`src/rtl/blk_erase_pkg.sv`:
```
package blk_erase_pkg;

  typedef enum logic [1:0] {
    SZ_4K  = 2'd0,
    SZ_32K = 2'd1,
    SZ_64K = 2'd2
  } blk_size_e;

  localparam logic [7:0] OPC_ERASE_4K  = 8'h20;
  localparam logic [7:0] OPC_ERASE_32K = 8'h52;
  localparam logic [7:0] OPC_ERASE_64K = 8'hD8;

  localparam int ST_BUSY = 0;
  localparam int ST_WEL  = 1;
  localparam int ST_EPE  = 5;

  function automatic logic op_is_erase(input logic [7:0] op);
    return (op == OPC_ERASE_4K) || (op == OPC_ERASE_32K) || (op == OPC_ERASE_64K);
  endfunction

  function automatic blk_size_e op_size(input logic [7:0] op);
    case (op)
      OPC_ERASE_32K: return SZ_32K;
      OPC_ERASE_64K: return SZ_64K;
      default:       return SZ_4K;
    endcase
  endfunction

  // number of low address bits that do not select the block
  function automatic int unsigned size_shift(input blk_size_e s);
    case (s)
      SZ_32K:  return 15;
      SZ_64K:  return 16;
      default: return 12;
    endcase
  endfunction

endpackage

```
`src/rtl/blk_erase_rx.sv`:
```
module blk_erase_rx #(
  parameter int ADDR_W = 24
) (
  input  logic              clk,
  input  logic              rst_n,
  input  logic              cs_n,
  input  logic              bit_vld,
  input  logic              bit_dat,
  output logic              cs_rise,
  output logic              op_seen,
  output logic              addr_full,
  output logic              aligned,
  output logic [7:0]        opcode,
  output logic [ADDR_W-1:0] addr
);
  localparam int ADDR_BYTES = ADDR_W / 8;
  localparam int CNT_W      = $clog2(ADDR_BYTES + 2);
  localparam logic [CNT_W-1:0] CNT_SAT  = CNT_W'(ADDR_BYTES + 1);
  localparam logic [CNT_W-1:0] CNT_ADDR = CNT_W'(ADDR_BYTES);

  logic             cs_q;
  logic [7:0]       shreg;
  logic [2:0]       bit_phase;
  logic [CNT_W-1:0] byte_cnt;
  logic [7:0]       sh_nxt;
  logic             byte_done;

  assign sh_nxt    = {shreg[6:0], bit_dat};
  assign byte_done = bit_vld && !cs_n && (bit_phase == 3'd7);

  assign cs_rise   = cs_n && !cs_q;
  assign op_seen   = (byte_cnt != '0);
  assign addr_full = (byte_cnt == CNT_SAT);
  assign aligned   = (bit_phase == 3'd0);

  always_ff @(posedge clk or negedge rst_n) begin
    if (!rst_n) begin
      cs_q      <= 1'b1;
      shreg     <= '0;
      bit_phase <= '0;
      byte_cnt  <= '0;
      opcode    <= '0;
      addr      <= '0;
    end else begin
      cs_q <= cs_n;
      if (cs_n) begin
        bit_phase <= '0;
        byte_cnt  <= '0;
      end else if (bit_vld) begin
        shreg     <= sh_nxt;
        bit_phase <= bit_phase + 3'd1;
        if (byte_done) begin
          if (byte_cnt == '0)
            opcode <= sh_nxt;
          else if (byte_cnt <= CNT_ADDR)
            addr <= {addr[ADDR_W-9:0], sh_nxt};
          if (byte_cnt != CNT_SAT)
            byte_cnt <= byte_cnt + 1'b1;
        end
      end
    end
  end

endmodule

```
`src/rtl/blk_erase_qual.sv`:
```
module blk_erase_qual
  import blk_erase_pkg::*;
#(
  parameter int ADDR_W = 24,
  parameter int SECT_W = 8
) (
  input  logic                 cs_rise,
  input  logic                 busy,
  input  logic                 wel,
  input  logic                 op_seen,
  input  logic                 addr_full,
  input  logic                 aligned,
  input  logic [7:0]           opcode,
  input  logic [ADDR_W-1:0]    addr,
  input  logic [(1<<SECT_W)-1:0] prot_map,
  output logic                 cmd_end,
  output logic                 launch,
  output logic                 abort,
  output blk_size_e            size,
  output logic [ADDR_W-1:0]    base
);
  logic [SECT_W-1:0] sector;
  logic              locked;
  logic              all_ok;

  assign sector  = addr[ADDR_W-1 -: SECT_W];
  assign locked  = prot_map[sector];
  assign all_ok  = wel && addr_full && aligned && !locked;

  assign cmd_end = cs_rise && !busy && op_seen && op_is_erase(opcode);
  assign launch  = cmd_end && all_ok;
  assign abort   = cmd_end && !all_ok;

  assign size = op_size(opcode);
  assign base = (addr >> size_shift(size)) << size_shift(size);

endmodule

```
`src/rtl/blk_erase_timer.sv`:
```
module blk_erase_timer #(
  parameter int LEN_W = 16
) (
  input  logic             clk,
  input  logic             rst_n,
  input  logic             start,
  input  logic [LEN_W-1:0] len,
  output logic             busy,
  output logic             done
);
  logic [LEN_W-1:0] cnt;

  assign done = busy && (cnt == LEN_W'(1));

  always_ff @(posedge clk or negedge rst_n) begin
    if (!rst_n) begin
      busy <= 1'b0;
      cnt  <= '0;
    end else if (start) begin
      busy <= 1'b1;
      cnt  <= (len == '0) ? LEN_W'(1) : len;
    end else if (busy) begin
      if (done) busy <= 1'b0;
      else      cnt  <= cnt - 1'b1;
    end
  end

endmodule

```
`src/rtl/blk_erase_ctrl.sv`:
```
module blk_erase_ctrl
  import blk_erase_pkg::*;
#(
  parameter int ADDR_W = 24,
  parameter int SECT_W = 8,
  parameter int LEN_W  = 16
) (
  input  logic                   clk,
  input  logic                   rst_n,
  input  logic                   cs_n,
  input  logic                   bit_vld,
  input  logic                   bit_dat,
  input  logic                   wel_set,
  input  logic                   erase_fail,
  input  logic [LEN_W-1:0]       erase_len,
  input  logic [(1<<SECT_W)-1:0] prot_map,
  output logic [7:0]             status,
  output logic                   erase_go,
  output logic [ADDR_W-1:0]      blk_base,
  output logic [1:0]             blk_size
);
  logic              cs_rise, op_seen, addr_full, aligned;
  logic [7:0]        opcode;
  logic [ADDR_W-1:0] addr;
  logic              cmd_end, launch, abort;
  blk_size_e         q_size;
  logic [ADDR_W-1:0] q_base;
  logic              busy, done;
  logic              wel_q, epe_q, go_q;
  blk_size_e         size_q;
  logic [ADDR_W-1:0] base_q;

  blk_erase_rx #(.ADDR_W(ADDR_W)) u_rx (
    .clk(clk), .rst_n(rst_n), .cs_n(cs_n), .bit_vld(bit_vld), .bit_dat(bit_dat),
    .cs_rise(cs_rise), .op_seen(op_seen), .addr_full(addr_full), .aligned(aligned),
    .opcode(opcode), .addr(addr)
  );

  blk_erase_qual #(.ADDR_W(ADDR_W), .SECT_W(SECT_W)) u_qual (
    .cs_rise(cs_rise), .busy(busy), .wel(wel_q), .op_seen(op_seen),
    .addr_full(addr_full), .aligned(aligned), .opcode(opcode), .addr(addr),
    .prot_map(prot_map), .cmd_end(cmd_end), .launch(launch), .abort(abort),
    .size(q_size), .base(q_base)
  );

  blk_erase_timer #(.LEN_W(LEN_W)) u_timer (
    .clk(clk), .rst_n(rst_n), .start(launch), .len(erase_len),
    .busy(busy), .done(done)
  );

  always_ff @(posedge clk or negedge rst_n) begin
    if (!rst_n) begin
      wel_q  <= 1'b0;
      epe_q  <= 1'b0;
      go_q   <= 1'b0;
      size_q <= SZ_4K;
      base_q <= '0;
    end else begin
      go_q <= launch;
      if (cmd_end)      wel_q <= 1'b0;
      else if (wel_set) wel_q <= 1'b1;
      if (launch)                  epe_q <= 1'b0;
      else if (busy && erase_fail) epe_q <= 1'b1;
      if (launch) begin
        size_q <= q_size;
        base_q <= q_base;
      end
    end
  end

  always_comb begin
    status          = '0;
    status[ST_BUSY] = busy;
    status[ST_WEL]  = wel_q;
    status[ST_EPE]  = epe_q;
  end

  assign erase_go = go_q;
  assign blk_base = base_q;
  assign blk_size = size_q;

endmodule

```
`config.mk`:
```
export PLATFORM = sky130hd
export DESIGN_NAME = blk_erase_ctrl
export DESIGN_NICKNAME = d
export VERILOG_FILES = /design/src/rtl/blk_erase_pkg.sv /design/src/rtl/blk_erase_rx.sv /design/src/rtl/blk_erase_qual.sv /design/src/rtl/blk_erase_timer.sv /design/src/rtl/blk_erase_ctrl.sv
export SDC_FILE = /design/constraint.sdc
export NUM_CORES = 1
export LEC_CHECK = 0
export ABC_AREA = 1
export BUFFER_PORTS_ARGS = -buffer_cell sky130_fd_sc_hd__buf_2
export CAP_MARGIN = 10
export CORE_AREA = 2 2 121 123
export DETAILED_ROUTE_END_ITERATION = 10
export DIE_AREA = 0 0 123 125
export GPL_ROUTABILITY_DRIVEN = 0
export PLACE_DENSITY = 0.82
export RECOVER_POWER = 50
export SLEW_MARGIN = 40
export SYNTH_ARGS = -nofsm -noshare
export SYNTH_HDL_FRONTEND = slang
export SYNTH_SLANG_ARGS = --single-unit
```
`constraint.sdc`:
```
create_clock -name clk -period 3.8 [get_ports clk]
set_input_delay 0.19 -clock clk [delete_from_list [all_inputs] [get_ports clk]]
set_output_delay 0.19 -clock clk [all_outputs]
set_load 0.01 [all_outputs]
```
==> flow_summary_export.csv <==
group,metric,value,unit
clock_network,cts_max_level,3,
clock_network,cts_made_buffers,9,
timing,finalSetupViolations,0,
timing,fmax,310.6,MHz
die,core_region_area,14200,µm²
clock_network,post_cts_buffers,0,
finish,multi_input_area,3706,µm²
route,wire_per_inst,15.14,µm
timing,tightest_slew,1.776,ns
finish,num_antenna_cells,0,
pwr,p_per_area,271.0,nW/µm²
worst_hold_path,hold_path_class,"input pin to register",
die,die_w,123,µm
placed_design,dp_hpwl,16.53,mm
global_routing,grt_pass1_vias,7288,
global_routing,grt_first_pass_wirelength,35.03,mm
clock_network,cts_buffer_depth,2,
worst_setup_path,critPathRequiredTime,4.03,ns
outcome,violations,"max-capacitance violations, max-slew violations",
die,die_area,15380,µm²
placed_design,post-place-ws,0.5904,ns
outcome,status,"finished with violations",
synthesis,synth.area.top_cells,"dfrtp_1, nand2_1, nand3_1, inv_1, buf_2",
pwr,p_leak,4.491,nW
synthesis,synth_cells,1030,
route,dr.pass1.iters,8,
synthesis,synth_top_area_cell,"dfrtp_1",
worst_hold_path,hold_start,"erase_len[1]",
clock_network,clk_pin_slew_worst_paths,0.06,ns
timing,final.min_clock_period,3.219,ns
synthesis,yosysWarningCount,0,
route,ant_nets,0,
finish,area.growth.synth_to_final,27.82,%
finish,fin_nets,1581,
worst_setup_path,critPathArrivalTime,3.45,ns
worst_setup_path,path_max_fanout,52,
synthesis,ys_types,36,
die,initial_core_util,0.4678,
flow_run,maxCapViolations,1,
placed_design,port_buffers,308,
route,drc_errors,0,
global_routing,grt_max_degree,130,
finish,nFillCells,1376,
timing,finClkSkew,0.005294,ns
clock_network,clock_sinks,92,
synthesis,synth-seq-area-share,0.3467,
timing,finalSetupTns,0,ns
worst_setup_path,r2r-start,"u_rx.addr[16]",
die,dieHeight,125,µm
clock_network,cts_root_buffer,"clkbuf_16",
synthesis,netlist_area,6644,µm²
clock_network,cts_tree,"built",
finish,drive_gt1_frac,0.2525,
clock_network,insertion_delay,0.34,ns
route,drtIter0Drc,649,
timing,hold_viol,0,
synthesis,async_flop_share,1.000,
global_routing,antenna_found_initial,0,
worst_setup_path,end_kind,"register",
placed_design,dp_cells,1465,
timing,slew_violations,74,
synthesis,synth_edf_count,0,
finish,final_area,8492,µm²
timing,setup_slack,0.5806,ns
pwr,peakVddDrop,0.2233,mV
route,wl,22.46,mm
worst_setup_path,worst-setup-path-type,"register to register",
die,io_pins,314,
timing,post-route-period-util,0.8472,
finish,finalNonFillerCells,1483,
synthesis,ys.flop_type,"dfrtp_1",
route,routed-via-count,7873,
global_routing,grtUsageTotal,0.2858,
global_routing,grt_overflow,0,
route,via_per_inst,5.309,
synthesis,synth_top_area_share,0.3427,
worst_setup_path,critPathLaunchType,"register",
timing,rsz0062_at_grt,"no",
synthesis,synth-seq-cells,92,
timing,slew_headroom,-0.1841,
finish,seq_area,2308,µm²
finish,final_core_util,0.5979,
placed_design,post_dp_cell_area,8193,µm²
worst_setup_path,cp-startpoint,"u_rx.addr[16]",
synthesis,avgSynthCellArea,6.450,µm²
die,rows,44,
==> sequential cells by signal, summed over array words and instances, names as in the netlist <==
register,count
blk_base,24
u_rx.bit_phase,3
u_rx.opcode,8
u_rx.byte_cnt,3
u_rx.addr,24
epe_q,1
u_timer.cnt,16
u_rx.shreg,7
erase_go,1
u_timer.busy,1
u_rx.cs_q,1
wel_q,1
blk_size,2
==> layout by cell type (no fill, tap or decap), drive strengths merged <==
master / netlist / layout
nand4: 3 / 3
bufinv: 0 / 2
mux2: 8 / 8
xnor2: 7 / 7
nand2: 380 / 380
xor2: 5 / 5
o21ai: 51 / 51
clkinv: 4 / 9
dlygate4sd3: 0 / 2
nor4: 7 / 7
a21oi: 12 / 12
inv: 61 / 60
ha: 8 / 8
a41oi: 1 / 1
a2bb2oi: 1 / 1
clkbuf: 17 / 42
buf: 58 / 290
or2: 1 / 1
nor2: 39 / 39
o31ai: 1 / 1
a22o: 1 / 1
conb: 1 / 5
o41ai: 1 / 1
or4: 1 / 1
dfstp: 1 / 1
nor3: 6 / 6
nor3b: 1 / 1
nand3: 262 / 262
dfrtp: 91 / 91
and3: 1 / 1
==> per-layer routing <==
| layer | part of all wire | up-vias | GRT usage |
|---|---|---|---|
| li1 | - | 3877 | - |
| met1 | 0.40 | 3535 | 0.3628 |
| met2 | 0.48 | 396 | 0.4771 |
| met3 | 0.085 | 65 | 0.05976 |
| met4 | 0.034 | 0 | 0.1056 |
| met5 | 0 | - | 0 |
==> worst max-delay path, cell delays in order, from the launching register on <==
cell and delay [ns]:
dfrtp_4 0.43, clkinv_2 0.31, buf_4 0.42, nand2_1 0.12, nand3_1 0.07, nand3_1 0.11
nand3_1 0.11, nand3_1 0.11, nand2_1 0.06, nand2_1 0.05, nand3_1 0.10, nand3_2 0.13
nand3_2 0.39, buf_12 0.35, inv_2 0.12, nand2_1 0.06, nand2_1 0.08, inv_1 0.05
==> power by group <==
part	internal (mW)	leakage [nW]	total [mW]	switching, mW
Sequential	1.00	1.13	1.01	0.0125
Combinational	0.161	3.20	0.329	0.168
Clock	0.594	0.162	0.960	0.366
Total	1.75	4.49	2.30	0.546
==> synthesized netlist by cell type, drive strengths merged, types with 3 or more instances <==
library cell  count
dfrtp            91
inv              61
nor2             39
ha                8
nand4             3
a21oi            12
nor3              6
mux2              8
clkbuf           17
o21ai            51
nor4              7
clkinv            4
buf              58
xnor2             7
nand2           380
nand3           262
xor2              5
==> kinds of logic after synthesis <==
kind of cell | share of synthesized area
XOR/XNOR | 0.01582
adder cells (fa/ha/maj) | 0.01507
AO/OA/AOI/OAI | 0.05386
buffers and inverters | 0.09830
other | 0.0005644
flip-flops | 0.3467
multiplexers | 0.01356
AND/OR/NAND/NOR | 0.4561
==> path summary, 6_finish.rpt <==
kind	slack, ns	to	depth (start not counted)
min in group asynchronous	0.85	u_timer.cnt[11]	2
max in group asynchronous	1.64	u_rx.addr[16]	2
setup / recovery	0.58	u_timer.cnt[3]	17
setup reg to reg	0.58	u_timer.cnt[3]	17
hold reg to reg	0.46	blk_base[6]	2
hold / removal	0.06	u_timer.cnt[1]	3
==> layout make-up <==
type | instances | area share
inverter | 65 | 0.02888
clock buffer | 10 | 0.02814
clock inverter | 6 | 0.01031
multi-input combinational | 802 | 0.4364
timing repair buffer | 324 | 0.1973
sequential | 92 | 0.2718
tap | 184 | 0.02711
==> timing repair <==
item,CTS,global route
hold buffers,2,0
resized for setup,0,0
endpoints found under the hold margin,73,0
==> metrics by stage <==
step	hold WS, ns	total power [mW]
3_3_place_gp	0.3481	1.350
5_1_grt	0.06367	2.399
2_1_floorplan	-0.1056	1.153
4_1_cts	0.06125	2.312
3_5_place_dp	0.2411	1.351
6_report	0.06450	2.301
Note: power is estimated with default switching activity, not from simulation.
